==> src/rtl/pwm_ctl_pkg.sv <==
// Shared definitions for the PWM global control bank.
// Assumes a 32-bit register word and word-aligned global registers.
package pwm_ctl_pkg;

    localparam int DATA_W       = 32;
    localparam int WIN_BASE     = 'h200;  // first per-channel window
    localparam int WIN_STRIDE   = 'h20;   // bytes per channel window
    localparam int GLB_SPAN_LG  = 5;      // global bank spans 32 bytes

    // Word index of each global register (bus_addr[4:2]).
    typedef enum logic [2:0] {
        REG_MODE  = 3'd0,
        REG_ENSET = 3'd1,
        REG_ENCLR = 3'd2,
        REG_ENSTS = 3'd3,
        REG_MKSET = 3'd4,
        REG_MKCLR = 3'd5,
        REG_MKSTS = 3'd6,
        REG_EVFLG = 3'd7
    } greg_e;

endpackage

==> src/rtl/pwm_ctl_decode.sv <==
// Address decoder for the PWM control bank.
// Flags accesses to the global bank, names the global register addressed,
// and raises a one-hot select for each implemented channel window.
// Assumes ADDR_W is wide enough to hold every channel window.
module pwm_ctl_decode
    import pwm_ctl_pkg::*;
#(
    parameter int NUM_CH = 4,
    parameter int ADDR_W = 12
) (
    input  logic              bus_sel,
    input  logic [ADDR_W-1:0] bus_addr,
    output logic              glb_hit,
    output greg_e             glb_reg,
    output logic [NUM_CH-1:0] chan_sel
);

    localparam int HI_W = ADDR_W - GLB_SPAN_LG;

    // Global bank hit: word-aligned address inside the first 32 bytes.
    always_comb begin
        glb_hit = bus_sel
               && (bus_addr[ADDR_W-1:GLB_SPAN_LG] == HI_W'(0))
               && (bus_addr[1:0] == 2'b00);
        glb_reg = greg_e'(bus_addr[4:2]);
    end

    // One address-range comparator per implemented channel window.
    for (genvar n = 0; n < NUM_CH; n++) begin : g_win
        localparam logic [ADDR_W-1:0] LO = ADDR_W'(WIN_BASE + n * WIN_STRIDE);
        localparam logic [ADDR_W-1:0] HI = ADDR_W'(WIN_BASE + (n + 1) * WIN_STRIDE);
        assign chan_sel[n] = bus_sel && (bus_addr >= LO) && (bus_addr < HI);
    end

endmodule

==> src/rtl/pwm_ctl_setclr.sv <==
// Bit vector changed only through write-one-to-set and write-one-to-clear
// strobes. Zero bits in the data leave the stored bits unchanged.
// Assumes set and clear never come in the same cycle (distinct offsets).
module pwm_ctl_setclr #(
    parameter int W = 4
) (
    input  logic         clk,
    input  logic         rst_n,
    input  logic         set_stb,
    input  logic         clr_stb,
    input  logic [W-1:0] wbits,
    output logic [W-1:0] q
);

    logic [W-1:0] q_nxt;

    // Next value: OR in set bits, mask out clear bits.
    always_comb begin
        q_nxt = q;
        if (set_stb) q_nxt = q_nxt | wbits;
        if (clr_stb) q_nxt = q_nxt & ~wbits;
    end

    // Storage with synchronous reset.
    always_ff @(posedge clk) begin
        if (!rst_n) q <= '0;
        else        q <= q_nxt;
    end

endmodule

==> src/rtl/pwm_ctl_evt.sv <==
// Sticky event flags with acknowledge-on-read.
// A flag is set by its event pulse and cleared when the flag register is
// read. An event in the same cycle as the read wins over the clear.
module pwm_ctl_evt #(
    parameter int W = 4
) (
    input  logic         clk,
    input  logic         rst_n,
    input  logic [W-1:0] evt,
    input  logic         ack,
    output logic [W-1:0] flags
);

    // Latch events; an acknowledging read drops every flag it returned.
    always_ff @(posedge clk) begin
        if (!rst_n) flags <= '0;
        else        flags <= (ack ? '0 : flags) | evt;
    end

endmodule

==> src/rtl/pwm_ctl_bank.sv <==
// Global control bank for a group of PWM channels.
// Holds the channel enables, the interrupt mask and the period-end flags,
// holds a mode word for the clocking logic, and decodes the channel windows.
// Read data is registered. Assumes 1 <= NUM_CH <= 32.
module pwm_ctl_bank
    import pwm_ctl_pkg::*;
#(
    parameter int NUM_CH = 4,
    parameter int ADDR_W = 12
) (
    input  logic              clk,
    input  logic              rst_n,
    input  logic              bus_sel,
    input  logic              bus_wr,
    input  logic              bus_rd,
    input  logic [ADDR_W-1:0] bus_addr,
    input  logic [31:0]       bus_wdata,
    output logic [31:0]       bus_rdata,
    input  logic [NUM_CH-1:0] period_end,
    output logic [NUM_CH-1:0] chan_enable,
    output logic [NUM_CH-1:0] chan_sel,
    output logic [31:0]       mode_cfg,
    output logic              irq
);

    logic              glb_hit;
    greg_e             glb_reg;
    logic              wr_go;
    logic              rd_go;
    logic [NUM_CH-1:0] mask_q;
    logic [NUM_CH-1:0] isr_q;
    logic [31:0]       rd_val;

    pwm_ctl_decode #(.NUM_CH(NUM_CH), .ADDR_W(ADDR_W)) i_dec (
        .bus_sel  (bus_sel),
        .bus_addr (bus_addr),
        .glb_hit  (glb_hit),
        .glb_reg  (glb_reg),
        .chan_sel (chan_sel)
    );

    // Qualified write and read strobes for the global bank.
    always_comb begin
        wr_go = glb_hit && bus_wr;
        rd_go = glb_hit && bus_rd;
    end

    pwm_ctl_setclr #(.W(NUM_CH)) i_enable (
        .clk     (clk),
        .rst_n   (rst_n),
        .set_stb (wr_go && (glb_reg == REG_ENSET)),
        .clr_stb (wr_go && (glb_reg == REG_ENCLR)),
        .wbits   (bus_wdata[NUM_CH-1:0]),
        .q       (chan_enable)
    );

    pwm_ctl_setclr #(.W(NUM_CH)) i_mask (
        .clk     (clk),
        .rst_n   (rst_n),
        .set_stb (wr_go && (glb_reg == REG_MKSET)),
        .clr_stb (wr_go && (glb_reg == REG_MKCLR)),
        .wbits   (bus_wdata[NUM_CH-1:0]),
        .q       (mask_q)
    );

    pwm_ctl_evt #(.W(NUM_CH)) i_evt (
        .clk   (clk),
        .rst_n (rst_n),
        .evt   (period_end),
        .ack   (rd_go && (glb_reg == REG_EVFLG)),
        .flags (isr_q)
    );

    // Mode word: plain read/write register.
    always_ff @(posedge clk) begin
        if (!rst_n)                           mode_cfg <= '0;
        else if (wr_go && glb_reg == REG_MODE) mode_cfg <= bus_wdata;
    end

    // Read multiplexer; write-only offsets return zero.
    always_comb begin
        case (glb_reg)
            REG_MODE:  rd_val = mode_cfg;
            REG_ENSTS: rd_val = DATA_W'(chan_enable);
            REG_MKSTS: rd_val = DATA_W'(mask_q);
            REG_EVFLG: rd_val = DATA_W'(isr_q);
            default:   rd_val = '0;
        endcase
    end

    // Registered read data, zero outside read responses.
    always_ff @(posedge clk) begin
        if (!rst_n) bus_rdata <= '0;
        else        bus_rdata <= rd_go ? rd_val : '0;
    end

    // Interrupt: any pending flag that is unmasked.
    assign irq = |(isr_q & mask_q);

endmodule

==> config.mk <==
export PLATFORM = sky130hd
export DESIGN_NAME = pwm_ctl_bank
export DESIGN_NICKNAME = d
export VERILOG_FILES = /design/src/rtl/pwm_ctl_pkg.sv /design/src/rtl/pwm_ctl_decode.sv /design/src/rtl/pwm_ctl_setclr.sv /design/src/rtl/pwm_ctl_evt.sv /design/src/rtl/pwm_ctl_bank.sv
export SDC_FILE = /design/constraint.sdc
export NUM_CORES = 1
export LEC_CHECK = 0
export BUFFER_PORTS_ARGS = -buffer_cell sky130_fd_sc_hd__buf_2
export CORE_MARGIN = 2
export CORE_UTILIZATION = 49
export DETAILED_ROUTE_END_ITERATION = 8
export PLACE_DENSITY = 0.83
export REMOVE_ABC_BUFFERS = 1
export SLEW_MARGIN = 20
export SYNTH_ARGS = -nofsm -noshare
export SYNTH_HDL_FRONTEND = slang
export SYNTH_SLANG_ARGS = --single-unit
==> constraint.sdc <==
create_clock -name clk -period 3 [get_ports clk]
set_input_delay 0.15 -clock clk [delete_from_list [all_inputs] [get_ports clk]]
set_output_delay 0.15 -clock clk [all_outputs]
set_load 0.02 [all_outputs]
# Word-level counts from Yosys, hierarchy flattened
# Index checks and enable logic that the tools add are counted.
# W data, S select, Z words.
[word_totals]
reg_bits = 76
latchBits = 0
n_memories = 0
out_inout_bits = 73
elab_cells = 56
ram_bits = 0
inputBits = 53
romBits = 0
[op_classes]
div_mod_pow = 0
mux = 6
addsub = 0
shift = 0
magnitude_cmp = 8
bitwise = 7
multipliers = 0
n_eq_ne = 7
reduce_logical = 23
[ops]
columns = ["operator", "n"]
rows = [
  ["$pmux W32 S4", 1],
  ["$ge A12 B10 Y1 const B", 4],
  ["$lt A12 B10 Y1 const B", 4],
  ["$mux W4", 5],
  ["$logic_and A1 B1 Y1", 18],
  ["$and A4 B4 Y4", 3],
  ["$eq A3 B3 Y1 const B", 4],
  ["$or A4 B4 Y4", 3],
  ["$logic_not A7 Y1", 1],
  ["$eq A3 B2 Y1 const B", 2],
  ["$not A4 Y4", 1],
  ["$reduce_or A4 Y1", 1],
  ["$eq A3 B1 Y1 const B", 1],
  ["$logic_not A3 Y1", 1],
  ["$logic_not A2 Y1", 1],
  ["$reduce_and A2 Y1", 1],
]

# Logic depth before layout (Yosys ltp)
[logic_depth]
word_depth = 8
ltp_mapped = 7
ltp_nobuf = 4

# By module
# From an unflattened synthesis, not the netlist that was laid out.
[hier_totals]
hier_cells = 291
area_unflattened_um2 = 2927.8
[by_module_without_submodules]
columns = ["module", "area_each_um2", "cells_per_inst", "n_inst", "seq_area_each_um2"]
rows = [
  ["pwm_ctl_bank", 2408.6, 239, 1, 1281.2],
  ["pwm_ctl_setclr", 133.9, 13, 2, 80.1],
  ["pwm_ctl_evt", 135.1, 12, 1, 80.1],
  ["pwm_ctl_decode", 116.4, 14, 1, 0.0],
]

# Worst setup path before layout
# No wires, ideal clock.
[synth_timing]
path_kind = "input -> output"
start = "input port bus_addr[8]"
end = "output port chan_sel[1]"
stages = 4
path_buffers = 0
t_arrival_ps = 1467
setup_slack_ps = 1383
required_ps = 2850
path_cell_list = "or4b_4 > nor2_1 > nand2_1 > nor3b_1"
[synth_between]
elab_chain_cells = 3
word_cells_on_any_way = 4
cone_classes = "order compare: 2; reduce/logical: 2"
[synth_rtl]
columns = ["item", "line", "rtl"]
rows = [
  ["start: declaration", "pwm_ctl_bank.sv:16", "input logic [ADDR_W-1:0] bus_addr,"],
  ["$ge A12 B10 Y1", "pwm_ctl_decode.sv:32", "assign chan_sel[n] = bus_sel && (bus_addr >= LO) && (bus_addr < HI);"],
  ["$logic_and A1 B1 Y1", "pwm_ctl_decode.sv:32", ""],
  ["$logic_and A1 B1 Y1 (*)", "pwm_ctl_decode.sv:32", ""],
  ["end: declaration", "pwm_ctl_bank.sv:21", "output logic [NUM_CH-1:0] chan_sel,"],
]
# Mark *: on every way between the ends. The rest lies on a longest branch, timed or not.

# Final worst setup path
[layout_timing]
start = "input port bus_addr[8]"
end = "register bus_rdata[8]"
[layout_between]
elab_chain_cells = 5
[layout_rtl]
columns = ["item", "line", "rtl"]
rows = [
  ["$logic_not A7 Y1", "pwm_ctl_decode.sv:23", "&& (bus_addr[ADDR_W-1:GLB_SPAN_LG] == HI_W'(0))"],
  ["$logic_and A1 B1 Y1", "pwm_ctl_decode.sv:23", ""],
  ["$logic_and A1 B1 Y1", "pwm_ctl_decode.sv:24", "&& (bus_addr[1:0] == 2'b00);"],
  ["$logic_and A1 B1 Y1", "pwm_ctl_bank.sv:45", "rd_go = glb_hit && bus_rd;"],
  ["$reduce_and A2 Y1 (no source line)", "-", ""],
  ["end signal: assignment", "pwm_ctl_bank.sv:94", "else bus_rdata <= rd_go ? rd_val : '0;"],
  ["end: declaration", "pwm_ctl_bank.sv:18", "output logic [31:0] bus_rdata,"],
]
# No other way between the ends.
# A chain may end at the register's enable or synchronous reset.

==> reports/results.ini <==
[setup_path]
path_max_fanout = 28
worst_setup_path_start_kind = input pin
worst_ep_arrival_time_ns = 2.06
path_class = in2reg
end_kind = flop
required_ns = 3.27

[yosys]
synth_top_cell_by_area = dfxtp_1
synth_area_per_cell_um2 = 9.09
synth.area.top_cells = dfxtp_1 (56%), nand2_1 (12%), and2_1 (6.6%)
ys_seq_elements = 76
async_flop_share_pct = 0
syn_inst = 301
ys_warn_count = 0
synth.most_common_cell = nand2_1
synth.cell_area_mm2 = 0.00274
synth_common_cells = nand2_1 (86), dfxtp_1 (76), a21oi_1 (36), and2_1 (29), clkbuf_1 (12)
synth_top_area_share_pct = 55.6
synth_edf_count = 0
ys_types = 32
synthFlopType = dfxtp_1
yosysSeqAreaShare_pct = 55.6

[floorplanning]
dieArea_mm2 = 0.00620
start_util_pct = 50.3
pin_count = 126
coreArea_mm2 = 0.00544
die_width_um = 78.7
rows = 27
die_h_um = 78.7

[layout]
antenna_cells = 0
area_growth_syn_to_layout_pct = 30.4
num-nets-final = 475
drive_gt1_share_pct = 35.0

[clock_network]
numCtsBuffers = 9
htree_levels = 3
clock_latency_ns = 0.33
cts-root-buf = clkbuf_8
clk_pin_slew_ns = 0.08
cts.sinks = 76
post_cts_buffers = 0
cts_tree = done
clk_path_buf_depth = 2

[min_path]
hold_path_class = in2reg

[sta]
max_freq_mhz = 558
worst_pin_slew_ns = 0.719
finalSetupTns_ns = 0
slew_viol_final = 0
grt_setup_unrepaired = false
final.period_utilization_pct = 59.7
finalClockSkew_ns = 0.00847
setup_viol = 0
slew_headroom_pct = 52.0
finalCriticalPeriod_ns = 1.79
final_hold_viol_count = 0

[drt]
wirelength_mm = 6.55
drc = 0
vias = 2510
post_drt_wl_per_cell_um = 13.1
dr.pass1.iters = 4
postRouteAntennaNets = 0
post_drt_via_cell_ratio = 5.04
drtIter0Drc = 90

[grt]
grt-ovfl-total = 0
gr-usage-all-layers_pct = 21.6
grt_pass1_vias = 2340
grt_max_degree = 37
antenna_found_initial = 0
grt_pass1_wl_mm = 10.6

[placement]
gp_congestion = 0.805
portBuffers = 125
dp_hpwl_mm = 4.68

[power_and_ir_drop]
p_total_w = 0.00178
ir_drop_uv = 237
p_leak_nw = 1.61
p_per_area_mw_per_mm2 = 500

[flow_run]
maxCapViolations = 0

[outcome]
status = finished, final reports clean

layer usage:
metal / wire [µm] / track usage [%] / vias up / share of wire, %
li1: - / - / 1254 / -
met1: 2850 / 26.7 / 1150 / 43
met2: 3170 / 37.3 / 104 / 48
met3: 522 / 4.43 / 2 / 8.0
met4: 8 / 7.89 / 0 / 0.12
met5: 0 / 0 / - / 0
where the power goes:
group	internal, W	total (W)	switching (W)
clock network	0.000338	0.000683	0.000345
logic	0.0000385	0.0000823	0.0000438
registers	0.00101	0.00102	0.00000380
cells by family after synthesis:
kind of cell    synth area share [%]
simple gates                    25.9
flops                           55.6
compound gates                  11.5
buf+inv                         3.57
mux                             3.11
xor+xnor                       0.320
worst paths after layout:
check	from	to	slack [ns]	cells past startpoint
max reg2reg	i_evt.flags[0]	bus_rdata[0]	2.02	3
min	period_end[2]	i_evt.flags[2]	0.02	3
min reg2reg	mode_cfg[28]	mode_cfg[28]	0.46	2
max	bus_addr[8]	bus_rdata[8]	1.21	5
metrics by stage:
step                      hold slack (ns)  utilization, %  cells  worst slack, ns  instance area, µm²
after floorplan                     0.249               -    282             1.08                2640
after global placement              0.347            62.2    482            0.918                3380
after detailed placement            0.358            62.2    482            0.856                3380
after CTS                         0.00512            65.6    498             1.20                3570
after global routing               0.0385            65.6    498             1.10                3570
final                              0.0209            65.6    498             1.21                3570
cell usage in the layout (no fill, tap or decap), drive strengths merged, types with 11 or more instances in the layout:
cell type / n
a21oi: 36
and2: 29
buf: 128
clkbuf: 11
dfxtp: 76
nand2: 86
worst max-delay path: stages:
cell and delay, ns:
buf_2 0.09, or4b_4 0.55, and4bb_1 0.34, and4b_1 0.69
and2_1 0.22
area by class of cell:
class,instances,area (µm²)
Clock buffer,11,151
Clock inverter,4,25.0
Fill cell,466,1870
Inverter,1,3.75
Multi-Input combinational cell,205,1120
Sequential cell,76,1520
Tap cell,72,90.1
Timing Repair Buffer,129,658
what timing repair did:
| action | 4_1_cts | 5_1_grt |
|---|---|---|
| hold buffers | 1 | 0 |
| resized for setup | 0 | 0 |
| hold endpoints to repair | 1 | 0 |
No activity file was read; power rests on OpenSTA's default activity.
